==> config.mk <==
export PLATFORM = sky130hd
export DESIGN_NAME = pwm_dbuf_timer
export DESIGN_NICKNAME = d
export VERILOG_FILES = /design/src/rtl/pwm_dbuf_pkg.sv /design/src/rtl/pwm_rst_sync.sv /design/src/rtl/pwm_bank_regs.sv /design/src/rtl/pwm_down_counter.sv /design/src/rtl/pwm_dbuf_timer.sv
export SDC_FILE = /design/constraint.sdc
export NUM_CORES = 1
export LEC_CHECK = 0
export ABC_CLOCK_PERIOD_IN_PS = 5700
export BUFFER_PORTS_ARGS = -buffer_cell sky130_fd_sc_hd__buf_2
export CAP_MARGIN = 5
export CORE_MARGIN = 2
export CORE_UTILIZATION = 40
export DETAILED_ROUTE_END_ITERATION = 10
export SLEW_MARGIN = 15
export SYNTH_ARGS = -nofsm -noshare
export SYNTH_HDL_FRONTEND = slang
export SYNTH_SLANG_ARGS = --single-unit
==> constraint.sdc <==
create_clock -name clk -period 5.7 [get_ports clk]
set_clock_uncertainty 0.2 [all_clocks]
set_input_delay 0.285 -clock clk [delete_from_list [all_inputs] [get_ports clk]]
set_output_delay 0.285 -clock clk [all_outputs]
set_load 0.01 [all_outputs]
==> src/rtl/pwm_dbuf_pkg.sv <==
package pwm_dbuf_pkg;
  typedef enum logic {
    PH_HIGH = 1'b0,
    PH_LOW  = 1'b1
  } phase_e;
endpackage

==> src/rtl/pwm_rst_sync.sv <==
module pwm_rst_sync #(
  parameter int STAGES = 2
) (
  input  logic clk,
  input  logic rst_n,
  output logic rst_ns
);
  logic [STAGES-1:0] sync_q;

  always_ff @(posedge clk or negedge rst_n) begin
    if (!rst_n) sync_q <= '0;
    else        sync_q <= {sync_q[STAGES-2:0], 1'b1};
  end

  assign rst_ns = sync_q[STAGES-1];
endmodule

==> src/rtl/pwm_bank_regs.sv <==
module pwm_bank_regs #(
  parameter int W = 32
) (
  input  logic         clk,
  input  logic         rst_n,
  input  logic         wr_a,
  input  logic         wr_b,
  input  logic [W-1:0] wr_data,
  input  logic         wr_inactive,
  input  logic         swap_enable,
  input  logic         swap_start,
  input  logic         swap_window,
  output logic [W-1:0] reload_a,
  output logic [W-1:0] reload_b,
  output logic         swap_take,
  output logic         swap_pending,
  output logic         active_sel
);
  localparam int NB = 2;

  logic [W-1:0] a_q [NB];
  logic [W-1:0] b_q [NB];
  logic         tgt;
  logic         pend_q, pend_d;
  logic         sel_q, sel_d;
  logic [W-1:0] raw_a;

  // Write routing: the active bank or the idle one
  assign tgt = wr_inactive ? ~sel_q : sel_q;

  for (genvar g = 0; g < NB; g++) begin : g_bank
    logic         hit;
    logic [W-1:0] a_r, b_r;
    assign hit = (tgt == 1'(g));

    always_ff @(posedge clk or negedge rst_n) begin
      if (!rst_n) begin
        a_r <= '0;
        b_r <= '0;
      end else begin
        if (wr_a && hit) a_r <= wr_data;
        if (wr_b && hit) b_r <= wr_data;
      end
    end

    assign a_q[g] = a_r;
    assign b_q[g] = b_r;
  end

  assign swap_take = pend_q && swap_window;

  always_comb begin
    pend_d = pend_q;
    sel_d  = sel_q;
    if (swap_take) begin
      pend_d = 1'b0;
      sel_d  = ~sel_q;
    end else if (!pend_q && swap_start && swap_enable) begin
      pend_d = 1'b1;
    end
  end

  always_ff @(posedge clk or negedge rst_n) begin
    if (!rst_n) begin
      pend_q <= 1'b0;
      sel_q  <= 1'b0;
    end else begin
      pend_q <= pend_d;
      sel_q  <= sel_d;
    end
  end

  // During an exchange, the high reload already comes from the new bank
  assign raw_a    = swap_take ? a_q[~sel_q] : a_q[sel_q];
  assign reload_a = (raw_a == '0) ? W'(1) : raw_a;
  assign reload_b = (b_q[sel_q] == '0) ? W'(1) : b_q[sel_q];

  assign swap_pending = pend_q;
  assign active_sel   = sel_q;
endmodule

==> src/rtl/pwm_down_counter.sv <==
module pwm_down_counter
  import pwm_dbuf_pkg::*;
#(
  parameter int W = 32
) (
  input  logic         clk,
  input  logic         rst_n,
  input  logic         tick,
  input  logic         cnt_reset,
  input  logic         cnt_load,
  input  logic         arm,
  input  logic [W-1:0] reload_a,
  input  logic [W-1:0] reload_b,
  input  logic         swap_take,
  output logic         swap_window,
  output logic         armed,
  output logic         phase_low,
  output logic         at_tc,
  output logic [W-1:0] count,
  output logic         pwm_out
);
  logic [W-1:0] cnt_q, cnt_d;
  phase_e       ph_q, ph_d;
  logic         arm_q, arm_d;
  logic         adv;

  assign at_tc       = (cnt_q[W-1:1] == '0);
  assign adv         = arm_q && tick && !cnt_reset && !cnt_load;
  assign swap_window = !arm_q || (adv && at_tc && (ph_q == PH_LOW));

  always_comb begin
    cnt_d = cnt_q;
    ph_d  = ph_q;
    arm_d = arm_q;
    if (cnt_reset) begin
      cnt_d = '0;
      ph_d  = PH_HIGH;
      arm_d = 1'b0;
    end else begin
      if (arm) arm_d = 1'b1;
      if (cnt_load || (!arm_q && swap_take)) begin
        cnt_d = reload_a;
        ph_d  = PH_HIGH;
      end else if (adv) begin
        if (at_tc) begin
          if (ph_q == PH_HIGH) begin
            ph_d  = PH_LOW;
            cnt_d = reload_b;
          end else begin
            ph_d  = PH_HIGH;
            cnt_d = reload_a;
          end
        end else begin
          cnt_d = cnt_q - W'(1);
        end
      end
    end
  end

  always_ff @(posedge clk or negedge rst_n) begin
    if (!rst_n) begin
      cnt_q <= '0;
      ph_q  <= PH_HIGH;
      arm_q <= 1'b0;
    end else begin
      cnt_q <= cnt_d;
      ph_q  <= ph_d;
      arm_q <= arm_d;
    end
  end

  assign armed     = arm_q;
  assign phase_low = (ph_q == PH_LOW);
  assign count     = cnt_q;
  assign pwm_out   = arm_q && (ph_q == PH_HIGH);
endmodule

==> src/rtl/pwm_dbuf_timer.sv <==
module pwm_dbuf_timer #(
  parameter int CNT_W = 32
) (
  input  logic             clk,
  input  logic             rst_n,
  input  logic             tick,
  input  logic             wr_a,
  input  logic             wr_b,
  input  logic [CNT_W-1:0] wr_data,
  input  logic             wr_inactive,
  input  logic             swap_enable,
  input  logic             swap_start,
  input  logic             cnt_reset,
  input  logic             cnt_load,
  input  logic             arm,
  output logic             pwm_out,
  output logic             swap_pending
);
  logic             rst_ns;
  logic [CNT_W-1:0] reload_a, reload_b, count;
  logic             swap_take, swap_window, armed, phase_low, at_tc, active_sel;

  pwm_rst_sync #(.STAGES(2)) u_rst (
    .clk    (clk),
    .rst_n  (rst_n),
    .rst_ns (rst_ns)
  );

  pwm_bank_regs #(.W(CNT_W)) u_banks (
    .clk          (clk),
    .rst_n        (rst_ns),
    .wr_a         (wr_a),
    .wr_b         (wr_b),
    .wr_data      (wr_data),
    .wr_inactive  (wr_inactive),
    .swap_enable  (swap_enable),
    .swap_start   (swap_start),
    .swap_window  (swap_window),
    .reload_a     (reload_a),
    .reload_b     (reload_b),
    .swap_take    (swap_take),
    .swap_pending (swap_pending),
    .active_sel   (active_sel)
  );

  pwm_down_counter #(.W(CNT_W)) u_cnt (
    .clk         (clk),
    .rst_n       (rst_ns),
    .tick        (tick),
    .cnt_reset   (cnt_reset),
    .cnt_load    (cnt_load),
    .arm         (arm),
    .reload_a    (reload_a),
    .reload_b    (reload_b),
    .swap_take   (swap_take),
    .swap_window (swap_window),
    .armed       (armed),
    .phase_low   (phase_low),
    .at_tc       (at_tc),
    .count       (count),
    .pwm_out     (pwm_out)
  );
endmodule

==> flow_summary.json <==
{
  "dieArea_um2": 23000,
  "drt_pass1_iterations": 6,
  "tightest_slew_ps": 1160,
  "hold_violations": 0,
  "crit_fanout": 29,
  "ctsHoldBuffers": 37,
  "post_cts_resized": 0,
  "avgSynthCellArea_um2": 11.4,
  "setup.worst_path.class": "flop to flop",
  "cp-end-kind": "flop",
  "layout.nets": 877,
  "grt_pass1_vias": 6518,
  "max_freq_mhz": 273,
  "initial_core_util": 0.404,
  "grt_antenna_before_repair": 0,
  "antenna_cells": 0,
  "fin_total_pwr_w": 0.00374,
  "ys_warn_count": 0,
  "coreArea_um2": 21600,
  "grt.overflow.total": 0,
  "die_h_um": 152,
  "synth_top_area_cell": "dfrtp_1",
  "fp-row-count": 54,
  "portBuffers": 44,
  "synthArstFlopShare": 1.00,
  "fin_setup_tns_ps": 0,
  "period_needed_ps": 3660,
  "hp-class": "primary input to flop",
  "synth_flop_cell": "dfrtp_1",
  "drtAntennaViolNets": 0,
  "synth_area_um2": 8730,
  "arrival_ps": 3740,
  "htree_levels": 4,
  "clockBufferDepth": 2,
  "synthTopCellsByCount": "166 x dfrtp_1, 135 x mux2_2, 48 x mux2i_1",
  "rsz0062_at_grt": "no",
  "ys_types": 67,
  "ys_seq_elements": 166,
  "clkTransAtPathRegs_ps": 70,
  "clock_latency_ps": 440,
  "period_share": 0.643,
  "vdd_drop_max_mv": 0.206,
  "powerDensity_nw_per_um2": 368,
  "synth-seq-area-share": 0.476,
  "critical_path_required_ps": 5780,
  "ioPinCount": 45,
  "postCtsSetupRepairBufs": 0,
  "vias_per_cell": 5.98,
  "synth_edf_count": 0,
  "wl_um": 24200,
  "drive_gt1_frac": 0.286,
  "place.gp.congestion": 0.834,
  "drt_iter0_markers": 512,
  "synth_cells": 767,
  "clock-sinks": 166,
  "worst_setup_path_start_kind": "flop",
  "syn_nets": 811,
  "cap_violations": 0,
  "synthToLayoutAreaGrowth_pct": 16.7,
  "synth.area.top_cells": "dfrtp_1 48%, mux2_2 17%, mux2i_1 5.5%",
  "yosysMostFrequentCell": "dfrtp_1",
  "dp_hpwl_um": 16000,
  "vias": 6729,
  "finalSetupViolCount": 0,
  "maxSlewViolCount": 0,
  "wl_per_cell_um": 21.5,
  "cts_buffers": 17,
  "track_usage": 0.219,
  "grt_max_degree": 102,
  "outcome": "completed",
  "leakage_nw": 4.25,
  "timing.final.ws_setup_ps": 2040,
  "max_slew_margin": 0.224,
  "cts_tree": "yes",
  "yosysTopAreaCellShare": 0.476,
  "grt_pass1_wl_um": 38200,
  "drc": 0,
  "root_buffer": "clkbuf_16",
  "dp_slack_ps": 2100,
  "dieWidth_um": 152
}
flip-flops by register name (all words and copies together) (netlist names):
name,flops
u_banks.g_bank.a_r,64
u_banks.g_bank.b_r,64
u_cnt.count,32
u_rst.sync_q,2
u_banks.active_sel,1
u_banks.swap_pending,1
u_cnt.armed,1
u_cnt.phase_low,1
logic make-up after synthesis:
family                   count (synthesis)  synth area share
multiplexers                           188             0.236
AND/OR/NAND/NOR                        188             0.125
flip-flops                             166             0.476
AO/OA/AOI/OAI                          157             0.122
buffers and inverters                   54            0.0275
XOR/XNOR                                12            0.0120
adder cells (fa/ha/maj)                  1           0.00143
other                                    1          0.000430
critical path: stages, from the launching register on:
cell and delay, ps:
dfrtp_1 1040, or3b_2 530, nor3b_1 200, nand4_1 170
o2111ai_4 300, buf_4 430, mux2_1 360, o22ai_1 160
a21oi_1 110
stage by stage:
| step | instances | util | cell area (um2) | hold WS [ps] |
|---|---|---|---|---|
| floorplan | 767 | - | 8730 | -211 |
| global placement | 1057 | 0.426 | 9210 | -130 |
| detailed placement | 1057 | 0.426 | 9210 | -128 |
| CTS | 1126 | 0.471 | 10200 | 30.1 |
| global route | 1126 | 0.471 | 10200 | 57.1 |
| finish | 1126 | 0.471 | 10200 | 58.7 |
final cells by class:
class | instances | area (um2)
timing repair buffer | 95 | 708
clock buffer | 17 | 425
fill | 1973 | 11400
clock inverter | 15 | 176
multi-input combinational | 547 | 4340
inverter | 6 | 22.5
tap | 280 | 350
sequential | 166 | 4160
per-layer routing:
layer  global-route usage  vias up  share of wire
met5                    0        -              0
met4               0.0736        0          0.019
met3               0.0416       30          0.054
met2                0.326      234           0.46
met1                0.321     3403           0.47
li1                     -     3062              -
placed cells by master (no fill, tap or decap), types with 7 or more instances in the layout:
cell type      count
buf_2             44
nor4_1            35
a21oi_1           36
a221oi_1          23
a22oi_1            7
dlygate4sd3_1     37
mux2i_1           48
nor2_1            40
nor3_1            17
xnor2_1            9
mux2_2           135
dfrtp_1          164
o21ai_0           31
clkbuf_16         17
buf_4             13
nand3_1            9
o22ai_1           17
nand2_1           34
power by group:
group	total [W]	switching [W]	leakage (nW)	internal [W]
Clock	0.00120	0.000504	0.296	0.000693
Combinational	0.000825	0.000400	1.97	0.000424
Sequential	0.00172	0.000281	1.98	0.00144
path summary, 6_finish.rpt:
kind	slack [ps]	to	start	depth (start not counted)
setup / recovery	2040	u_cnt.count[10]$_DFFE_PN0P_	u_cnt.phase_low$_DFFE_PN0P_	8
hold / removal	60	u_cnt.phase_low$_DFFE_PN0P_	cnt_load	4
setup reg to reg	2040	u_cnt.count[10]$_DFFE_PN0P_	u_cnt.phase_low$_DFFE_PN0P_	8
hold reg to reg	150	u_rst.sync_q[1]$_DFF_PN0_	u_rst.sync_q[0]$_DFF_PN0_	0
max in group asynchronous	3970	u_cnt.count[27]$_DFFE_PN0P_	u_rst.sync_q[1]$_DFF_PN0_	1
min in group asynchronous	250	u_banks.g_bank[1].b_r[10]$_DFFE_PN0P_	u_rst.sync_q[1]$_DFF_PN0_	0
Note: power is estimated with default switching activity, not from simulation.
